[config.mk]
export PLATFORM = sky130hd
export DESIGN_NAME = exc_vector_unit
export DESIGN_NICKNAME = d
export VERILOG_FILES = /design/src/rtl/exc_vec_pkg.sv /design/src/rtl/exc_sync.sv /design/src/rtl/exc_prio.sv /design/src/rtl/exc_state.sv /design/src/rtl/exc_vector_unit.sv
export SDC_FILE = /design/constraint.sdc
export NUM_CORES = 1
export LEC_CHECK = 0
export BUFFER_PORTS_ARGS = -buffer_cell sky130_fd_sc_hd__buf_2
export CAP_MARGIN = 15
export CORE_AREA = 2 2 52 54
export CTS_BUF_LIST = sky130_fd_sc_hd__clkbuf_16
export CTS_CLUSTER_SIZE = 14
export DETAILED_ROUTE_END_ITERATION = 10
export DIE_AREA = 0 0 54 56
export PLACE_DENSITY = 0.53
export SYNTH_ARGS = -nofsm -noshare
export SYNTH_HDL_FRONTEND = slang
export SYNTH_SLANG_ARGS = --single-unit
[constraint.sdc]
create_clock -name clk -period 3.5 [get_ports clk]
set_clock_uncertainty 0.05 [all_clocks]
set_input_delay 0.175 -clock clk [delete_from_list [all_inputs] [get_ports clk]]
set_output_delay 0.175 -clock clk [all_outputs]
set_load 0.03 [all_outputs]
[src/rtl/exc_vec_pkg.sv]
package exc_vec_pkg;

  // Source indices; a lower index wins.
  localparam int SRC_RST   = 0;
  localparam int SRC_MC    = 1;
  localparam int SRC_IPF   = 2;
  localparam int SRC_DPF   = 3;
  localparam int SRC_ALIGN = 4;
  localparam int SRC_EXT   = 5;
  localparam int NUM_SRC   = 6;

  localparam logic [31:0] OFF_RST   = 32'h0000_0100;
  localparam logic [31:0] OFF_MC    = 32'h0000_0200;
  localparam logic [31:0] OFF_DPF   = 32'h0000_0300;
  localparam logic [31:0] OFF_IPF   = 32'h0000_0400;
  localparam logic [31:0] OFF_EXT   = 32'h0000_0500;
  localparam logic [31:0] OFF_ALIGN = 32'h0000_0600;

  function automatic logic [31:0] src_offset(input int idx);
    logic [31:0] off;
    case (idx)
      SRC_RST:   off = OFF_RST;
      SRC_MC:    off = OFF_MC;
      SRC_IPF:   off = OFF_IPF;
      SRC_DPF:   off = OFF_DPF;
      SRC_ALIGN: off = OFF_ALIGN;
      default:   off = OFF_EXT;
    endcase
    return off;
  endfunction

endpackage

[src/rtl/exc_sync.sv]
module exc_sync #(
  parameter int STAGES = 2
) (
  input  logic clk,
  input  logic rst_n,
  input  logic d_async,
  output logic q_sync
);

  logic [STAGES-1:0] stage_q;

  generate
    for (genvar g = 0; g < STAGES; g++) begin : g_stage
      if (g == 0) begin : g_first
        always_ff @(posedge clk or negedge rst_n) begin
          if (!rst_n) stage_q[0] <= 1'b0;
          else        stage_q[0] <= d_async;
        end
      end else begin : g_next
        always_ff @(posedge clk or negedge rst_n) begin
          if (!rst_n) stage_q[g] <= 1'b0;
          else        stage_q[g] <= stage_q[g-1];
        end
      end
    end
  endgenerate

  assign q_sync = stage_q[STAGES-1];

endmodule

[src/rtl/exc_prio.sv]
module exc_prio
  import exc_vec_pkg::*;
#(
  parameter int N     = NUM_SRC,
  parameter int VEC_W = 20
) (
  input  logic [N-1:0]     req,
  output logic             any_req,
  output logic [VEC_W-1:0] sel_offset
);

  logic [N-1:0]     higher;
  logic [N-1:0]     grant;
  logic [VEC_W-1:0] masked_off [N];

  generate
    for (genvar g = 0; g < N; g++) begin : g_src
      localparam logic [31:0] OFF_FULL = src_offset(g);
      if (g == 0) begin : g_top
        assign higher[0] = 1'b0;
      end else begin : g_rest
        assign higher[g] = higher[g-1] | req[g-1];
      end
      assign grant[g]      = req[g] & ~higher[g];
      assign masked_off[g] = grant[g] ? OFF_FULL[VEC_W-1:0] : '0;
    end
  endgenerate

  always_comb begin
    sel_offset = '0;
    for (int i = 0; i < N; i++) begin
      sel_offset = sel_offset | masked_off[i];
    end
  end

  assign any_req = |req;

endmodule

[src/rtl/exc_state.sv]
module exc_state (
  input  logic clk,
  input  logic rst_n,
  input  logic take_d,
  input  logic rst_req,
  input  logic cstop_set,
  input  logic mc_en_we,
  input  logic mc_en_wdata,
  input  logic ext_en_we,
  input  logic ext_en_wdata,
  output logic mc_en_q,
  output logic ext_en_q,
  output logic cstop_q
);

  logic mc_en_d, ext_en_d, cstop_d;

  always_comb begin
    mc_en_d  = mc_en_q;
    ext_en_d = ext_en_q;
    cstop_d  = cstop_q;
    if (take_d) begin
      mc_en_d  = 1'b0;
      ext_en_d = 1'b0;
    end else begin
      if (mc_en_we)  mc_en_d  = mc_en_wdata;
      if (ext_en_we) ext_en_d = ext_en_wdata;
    end
    if (rst_req)        cstop_d = 1'b0;
    else if (cstop_set) cstop_d = 1'b1;
  end

  always_ff @(posedge clk or negedge rst_n) begin
    if (!rst_n) begin
      mc_en_q  <= 1'b0;
      ext_en_q <= 1'b0;
      cstop_q  <= 1'b0;
    end else begin
      mc_en_q  <= mc_en_d;
      ext_en_q <= ext_en_d;
      cstop_q  <= cstop_d;
    end
  end

endmodule

[src/rtl/exc_vector_unit.sv]
module exc_vector_unit
  import exc_vec_pkg::*;
#(
  parameter int VEC_W       = 20,
  parameter int SYNC_STAGES = 2
) (
  input  logic             clk,
  input  logic             rst_n,
  input  logic             hard_rst_req,
  input  logic             soft_rst_req,
  input  logic             bus_err_ack,
  input  logic             mcheck_pin,
  input  logic             dbl_bit_err,
  input  logic             dpage_fault,
  input  logic             ipage_fault,
  input  logic             ext_irq_pin,
  input  logic             align_fault,
  input  logic             mc_en_we,
  input  logic             mc_en_wdata,
  input  logic             ext_en_we,
  input  logic             ext_en_wdata,
  output logic [VEC_W-1:0] vec_offset,
  output logic             take,
  output logic             checkstop,
  output logic             mc_enable,
  output logic             ext_enable
);

  localparam logic [31:0] RST_FULL = OFF_RST;

  logic               ext_sync;
  logic               rst_req, mc_src, mc_ok, cstop_set, blocked;
  logic [NUM_SRC-1:0] req_raw, req_gated;
  logic               any_req;
  logic [VEC_W-1:0]   sel_offset;
  logic               take_d, take_q;
  logic [VEC_W-1:0]   vec_d, vec_q;
  logic               mc_en_q, ext_en_q, cstop_q;

  exc_sync #(.STAGES(SYNC_STAGES)) u_sync (
    .clk     (clk),
    .rst_n   (rst_n),
    .d_async (ext_irq_pin),
    .q_sync  (ext_sync)
  );

  always_comb begin
    rst_req   = hard_rst_req | soft_rst_req;
    mc_src    = bus_err_ack | mcheck_pin | dbl_bit_err;
    mc_ok     = mc_src & mc_en_q;
    cstop_set = mc_src & ~mc_en_q;
    blocked   = cstop_q | cstop_set;

    req_raw            = '0;
    req_raw[SRC_RST]   = rst_req;
    req_raw[SRC_MC]    = mc_ok & ~blocked;
    req_raw[SRC_IPF]   = ipage_fault & ~blocked;
    req_raw[SRC_DPF]   = dpage_fault & ~blocked;
    req_raw[SRC_ALIGN] = align_fault & ~blocked;
    req_raw[SRC_EXT]   = ext_sync & ext_en_q & ~blocked;

    req_gated = take_q ? '0 : req_raw;
  end

  exc_prio #(.N(NUM_SRC), .VEC_W(VEC_W)) u_prio (
    .req        (req_gated),
    .any_req    (any_req),
    .sel_offset (sel_offset)
  );

  always_comb begin
    take_d = any_req;
    vec_d  = any_req ? sel_offset : vec_q;
  end

  always_ff @(posedge clk or negedge rst_n) begin
    if (!rst_n) begin
      take_q <= 1'b0;
      vec_q  <= RST_FULL[VEC_W-1:0];
    end else begin
      take_q <= take_d;
      vec_q  <= vec_d;
    end
  end

  exc_state u_state (
    .clk          (clk),
    .rst_n        (rst_n),
    .take_d       (take_d),
    .rst_req      (rst_req),
    .cstop_set    (cstop_set),
    .mc_en_we     (mc_en_we),
    .mc_en_wdata  (mc_en_wdata),
    .ext_en_we    (ext_en_we),
    .ext_en_wdata (ext_en_wdata),
    .mc_en_q      (mc_en_q),
    .ext_en_q     (ext_en_q),
    .cstop_q      (cstop_q)
  );

  assign vec_offset = vec_q;
  assign take       = take_q;
  assign checkstop  = cstop_q;
  assign mc_enable  = mc_en_q;
  assign ext_enable = ext_en_q;

endmodule

## Yosys cells after proc, flatten, opt, wreduce, memory -nomap -nowiden

Cells that the tools add are included.

- Flip-flop bits (word level): 26
- Input bits: 15
- Output and inout bits: 24
- Word-level logic and storage cells: 57

- Muxes and demuxes: 13
- Bitwise operators: 33
- Reductions and logical operators: 4

Operators with widths:

| cell | number |
|---|---|
| $or 20x20->20 | 3 |
| $or 20x11->20 | 2 |
| $mux 11 | 3 |
| $mux 10 | 2 |
| $and 1x1->1 | 13 |
| $mux 9 | 1 |
| $or 1x1->1 | 8 |
| $not 1->1 | 7 |
| $mux 1 | 6 |
| $mux 6 | 1 |
| $reduce_bool 2->1 | 3 |
| $reduce_or 6->1 | 1 |

## Longest topological paths before layout

- Depth in word-level cells: 15
- Depth in mapped cells: 3
- Gate-level depth less buffers: 3

## Modules after synthesis

A second synthesis with hierarchy kept.

- Cell total of the unflattened synthesis: 98
- Area total of the unflattened synthesis: 1,226.2 um^2

Modules (own cells, without submodules):

| module | times used | cells each | area each (um^2) | sequential area each (um^2) |
|---|---|---|---|---|
| exc_vector_unit | 1 | 57 | 864.6 | 526.8 |
| exc_prio | 1 | 30 | 201.4 | 0.0 |
| exc_state | 1 | 9 | 110.1 | 75.1 |
| exc_sync | 1 | 2 | 50.0 | 50.0 |

## Least setup slack after synthesis

OpenSTA, ideal clock, no wires.

- Path kind: register -> register
- From: register u_state.ext_en_q
- To: register u_state.ext_en_q
- Setup time: 86 ps
- Data arrival time: 1,272 ps
- Data required time: 3,364 ps
- Path slack: 2,092 ps
- Stages on the path, launching flop included: 4
- Path buffers: 0
- Clock period less this slack: 1,408 ps
- Path through: dfrtp_1 > a2111o_1 > and3_1 > nor3_1

- Word-level cells in the longest chain between the ends: 5
- Elaborated cells on any way between the ends: 6
- Those cells by class: mux (2); bitwise (2); reduce/logical (2)

Ends and longest elaborated chain:

| element | RTL line | source |
|---|---|---|
| start: declaration | exc_state.sv:12 | `output logic ext_en_q,` |
| start signal: assignment | exc_state.sv:40 | `ext_en_q <= ext_en_d;` |
| $and 1x1->1 (*) (2 in series) | exc_vector_unit.sv:60 | `req_raw[SRC_EXT] = ext_sync & ext_en_q & ~blocked;` |
| $mux 6 (*) | exc_vector_unit.sv:62 | `req_gated = take_q ? '0 : req_raw;` |
| $reduce_or 6->1 (*) | exc_prio.sv:36 | `assign any_req = \|req;` |
| $mux 1 or $reduce_bool 2->1 (tied branches) | n/a |  |

Mark *: on every way between the ends. The rest lies on a longest branch, timed or not.
A chain may end at the register's enable or synchronous reset.

## Worst setup path after layout

- From: register u_state.cstop_q
- To: register vec_q[9] (netlist: vec_offset[9])

- Word-level cells in the longest chain between the ends: 12
- Elaborated cells on any way between the ends: 25
- Those cells by class: mux (4); bitwise (20); reduce/logical (1)

Ends and longest elaborated chain:

| element | RTL line | source |
|---|---|---|
| start: declaration | exc_state.sv:13 | `output logic cstop_q` |
| start signal: assignment | exc_state.sv:41 | `cstop_q <= cstop_d;` |
| $or 1x1->1 (*) | exc_vector_unit.sv:52 | `blocked = cstop_q \| cstop_set;` |
| $not 1->1 (*) | n/a |  |
| $and 1x1->1 | exc_vector_unit.sv:56 | `req_raw[SRC_MC] = mc_ok & ~blocked;` |
| $mux 6 (*) | exc_vector_unit.sv:62 |  |
| $or 1x1->1 (2 in series) | exc_prio.sv:22 | `assign higher[g] = higher[g-1] \| req[g-1];` |
| $not 1->1 or $or 1x1->1 (tied branches) | exc_prio.sv:24, exc_prio.sv:22 |  |
| $and 1x1->1 or $not 1->1 (tied branches) | exc_prio.sv:24 | `assign grant[g] = req[g] & ~higher[g];` |
| $mux 10 or $and 1x1->1 (tied branches) | exc_prio.sv:25, exc_prio.sv:24 |  |
| $or 20x20->20 or $mux 11 (tied branches) | exc_prio.sv:32, exc_prio.sv:25 |  |
| $or 20x11->20 (2 in series) | exc_prio.sv:32 | `sel_offset = sel_offset \| masked_off[i];` |
| end signal: assignment | exc_vector_unit.sv:79 | `vec_q <= RST_FULL[VEC_W-1:0];` |
| end signal: assignment | exc_vector_unit.sv:82 | `vec_q <= vec_d;` |
| end: declaration | exc_vector_unit.sv:37 | `logic [VEC_W-1:0] vec_d, vec_q;` |

Marks and branches as above.

==> flow_summary.toml <==
[synthesis]
ys_top_cells_by_area = "sky130_fd_sc_hd__dfrtp_1 (33%), sky130_fd_sc_hd__buf_4 (21%), sky130_fd_sc_hd__dfstp_2 (4.4%), sky130_fd_sc_hd__mux2i_1 (3.3%), sky130_fd_sc_hd__nor2_1 (3.1%)"
ys_ff_latch = 9
postSynth.topFlopCell = "sky130_fd_sc_hd__dfrtp_1"
synth_top_cell_by_area = "sky130_fd_sc_hd__dfrtp_1"
yosysUniqueCellTypes = 30
avg_inst_size_synth_um2 = 9.97
synthesis.instances = 60
synth_area_um2 = 598
number_of_enable_type_register_cells_in_the_synthesized_netlist = 0
ys_seq_area_frac = 0.379
synthesis.yosys.warnings = 0
synthDominantCellAreaShare = 0.335
ys_async_sr_fraction = 1.00

[power_and_ir_drop]
leak_pwr_nw = 0.389
design_power_total_w = 0.000514
combinationalPowerShare = 0.320
switchingPower_w = 0.000186
clkPwrFrac = 0.391
cell_internal_pwr_w = 0.000327
ratio_of_total_power_to_cell_area_mw_per_mm2 = 665
peakVddDrop_mv = 0.386
p_sw_frac = 0.363
share_seq_of_total_power = 0.289

[critical_path]
worst_setup_path_start_kind = "register"
cpPeakStageDelay_ns = 0.41
critPathCaptureType = "register"
timing.critical_path.slowest_stage_cell = "sky130_fd_sc_hd__dfrtp_1"
crit_required_ns = 3.59
timing.critical_path.fanout_max = 7
timing_worst_setup_path_type = "reg -> reg"
family_with_the_most_delay_on_the_worst_path = "simple AND/OR/NAND/NOR gates"
critical_path_buf_inv_count = 0
cp.arrival_ns = 1.48
critical_path.cell_chain = "nor2_1 -> nand3_1 -> a221oi_1"

[global_routing]
antenna_found_initial = 0
grt_max_degree = 10
grt_util_all_layers = 0.0931
globalRouteOverflowTotal = 0
grt_first_pass_wirelength_um = 2000
grt_pass1_vias = 462

[route]
top_layer = "met4"
route.detailed.wl_per_inst_um = 11.0
route.vias.total = 508
wl_met2_um = 580
drt_pre_antenna_iters = 4
final_antenna_net_count = 0
wl_met1_um = 515
vias_per_cell = 4.38
route.met3.wl_um = 166
dr_drc_count = 0
totalWireLength_um = 1270
detail_route.iter0.violations = 17

[cells_and_area]
layout.cells.most_common_list = "sky130_fd_sc_hd__buf_2 (21), sky130_fd_sc_hd__conb_1 (17), sky130_fd_sc_hd__dfrtp_1 (8), sky130_fd_sc_hd__nor2_1 (5)"
multi_input_comb_area_um2 = 300
antenna-diode-count = 0
fin_cells = 116
layout.cells.most_common = "sky130_fd_sc_hd__buf_2"
final-seq-area_um2 = 226
design.final.nets = 102
fin_util = 0.317
layout.filler_cells = 261
syn2layout_area_growth_pct = 29.1
fraction_of_final_layout_cells_sized_beyond_drive_strength_1 = 0.349

[cts]
cts_sinks = 9
clock_latency_ns = 0.24
htree_levels = 1
ctsLongestPathBuffers = 2
worst_setup_hold_path_clk_slew_ns = 0.04
cts_tree = "done"
post-cts-setup-buffer-count = 0
clk_root_buffer_cell = "sky130_fd_sc_hd__clkbuf_16"
cts_buffers = 3

[sta]
timing.final.crit_share = 0.399
fmax_mhz = 716
rsz0062_at_grt = "false"
timing_max_transition_violations_final = 0
timing.hold.ws_ns = 0.194
timing.setup.tns_ns = 0
setup_viol_count_final = 0
final_period_minus_worst_setup_slack_ns = 1.40
hold_violations = 0

[min_path]
path_category_of_the_worst_min_delay_check = "in -> reg"

[die]
io-pin-count = 39
placement_rows = 18
floorplan.core_area_mm2 = 0.00243
floorplan.die.height_um = 56
chipWidth_um = 54
floorplan.initialDensity = 0.246
dieArea_mm2 = 0.00302

[job]
max_cap_violations = 0

[placement]
place.gp.congestion = 0.760
dp_hpwl_um = 1010
dp_cells = 110
place.port_buffers = 21

[status]
run_status = "finished clean"
==> worst paths after layout <==
path                                        start  cells after the start  slack (ns)         endpoint
min in group asynchronous                   rst_n                      2        0.27   vec_offset[10]
worst max-delay path              u_state.cstop_q                      3        2.10    vec_offset[9]
worst min register to register  u_sync.stage_q[0]                      0        0.29    u_sync.q_sync
worst min-delay path                 hard_rst_req                      3        0.19  u_state.cstop_q
max in group asynchronous                   rst_n                      2        2.89    vec_offset[8]
worst max register to register    u_state.cstop_q                      3        2.10    vec_offset[9]
==> power groups by stage <==
stage	Clock (W)	Sequential (W)	Combinational (W)
3_5_place_dp	0	0.000150	0.000163
3_3_place_gp	0	0.000148	0.000163
5_1_grt	0.000210	0.000152	0.000178
2_1_floorplan	0	0.000185	0.0000916
4_1_cts	0.000202	0.000149	0.000165
6_report	0.000201	0.000149	0.000164
==> layer usage <==
metal,up-vias,track usage
li1,239,-
met1,229,0.117
met2,38,0.127
met3,2,0.0591
met4,0,0.0321
met5,-,0
==> timing repair <==
action,CTS,global route
gates resized for setup,0,0
hold buffers,2,0
hold endpoints to repair,10,0
==> cell usage after synthesis, types with 2 or more instances <==
library cell / n
sky130_fd_sc_hd__nor2_1: 5
sky130_fd_sc_hd__nor3_1: 3
sky130_fd_sc_hd__dfrtp_1: 8
sky130_fd_sc_hd__mux2i_1: 2
sky130_fd_sc_hd__buf_4: 17
==> stage by stage <==
stage          cell area, um2  setup slack, ns
6_report                  772             2.10
5_1_grt                   772             1.97
4_1_cts                   772             2.11
3_5_place_dp              673             2.13
3_3_place_gp              673             2.15
2_1_floorplan             658             2.09
==> sequential cells by signal (all words and copies together) (netlist names) <==
| name | count |
|---|---|
| u_state.ext_en_q | 1 |
| u_sync.stage_q | 1 |
| u_state.mc_en_q | 1 |
| vec_offset | 3 |
| u_sync.q_sync | 1 |
| take | 1 |
| u_state.cstop_q | 1 |
==> cell type report <==
cell class,count,share of cell area
Multi-Input combinational cell,49,0.389
Sequential cell,9,0.293
Timing Repair Buffer,23,0.162
Clock buffer,3,0.0972
Tap cell,30,0.0486
Clock inverter,1,0.00486
Inverter,1,0.00486
==> worst reg2reg max path, stage by stage (launching register included) <==
cell                       delay, ns
sky130_fd_sc_hd__dfrtp_1        0.41
sky130_fd_sc_hd__nor2_1         0.38
sky130_fd_sc_hd__nand3_1        0.17
sky130_fd_sc_hd__a221oi_1       0.29
==> kinds of logic after synthesis <==
logic type,after synthesis,synth area share
other cells,1,0.00627
buf+inv,18,0.220
mux,2,0.0335
flops,9,0.379
compound gates,11,0.165
simple gates,19,0.197
(Power assumes the default switching activity.)
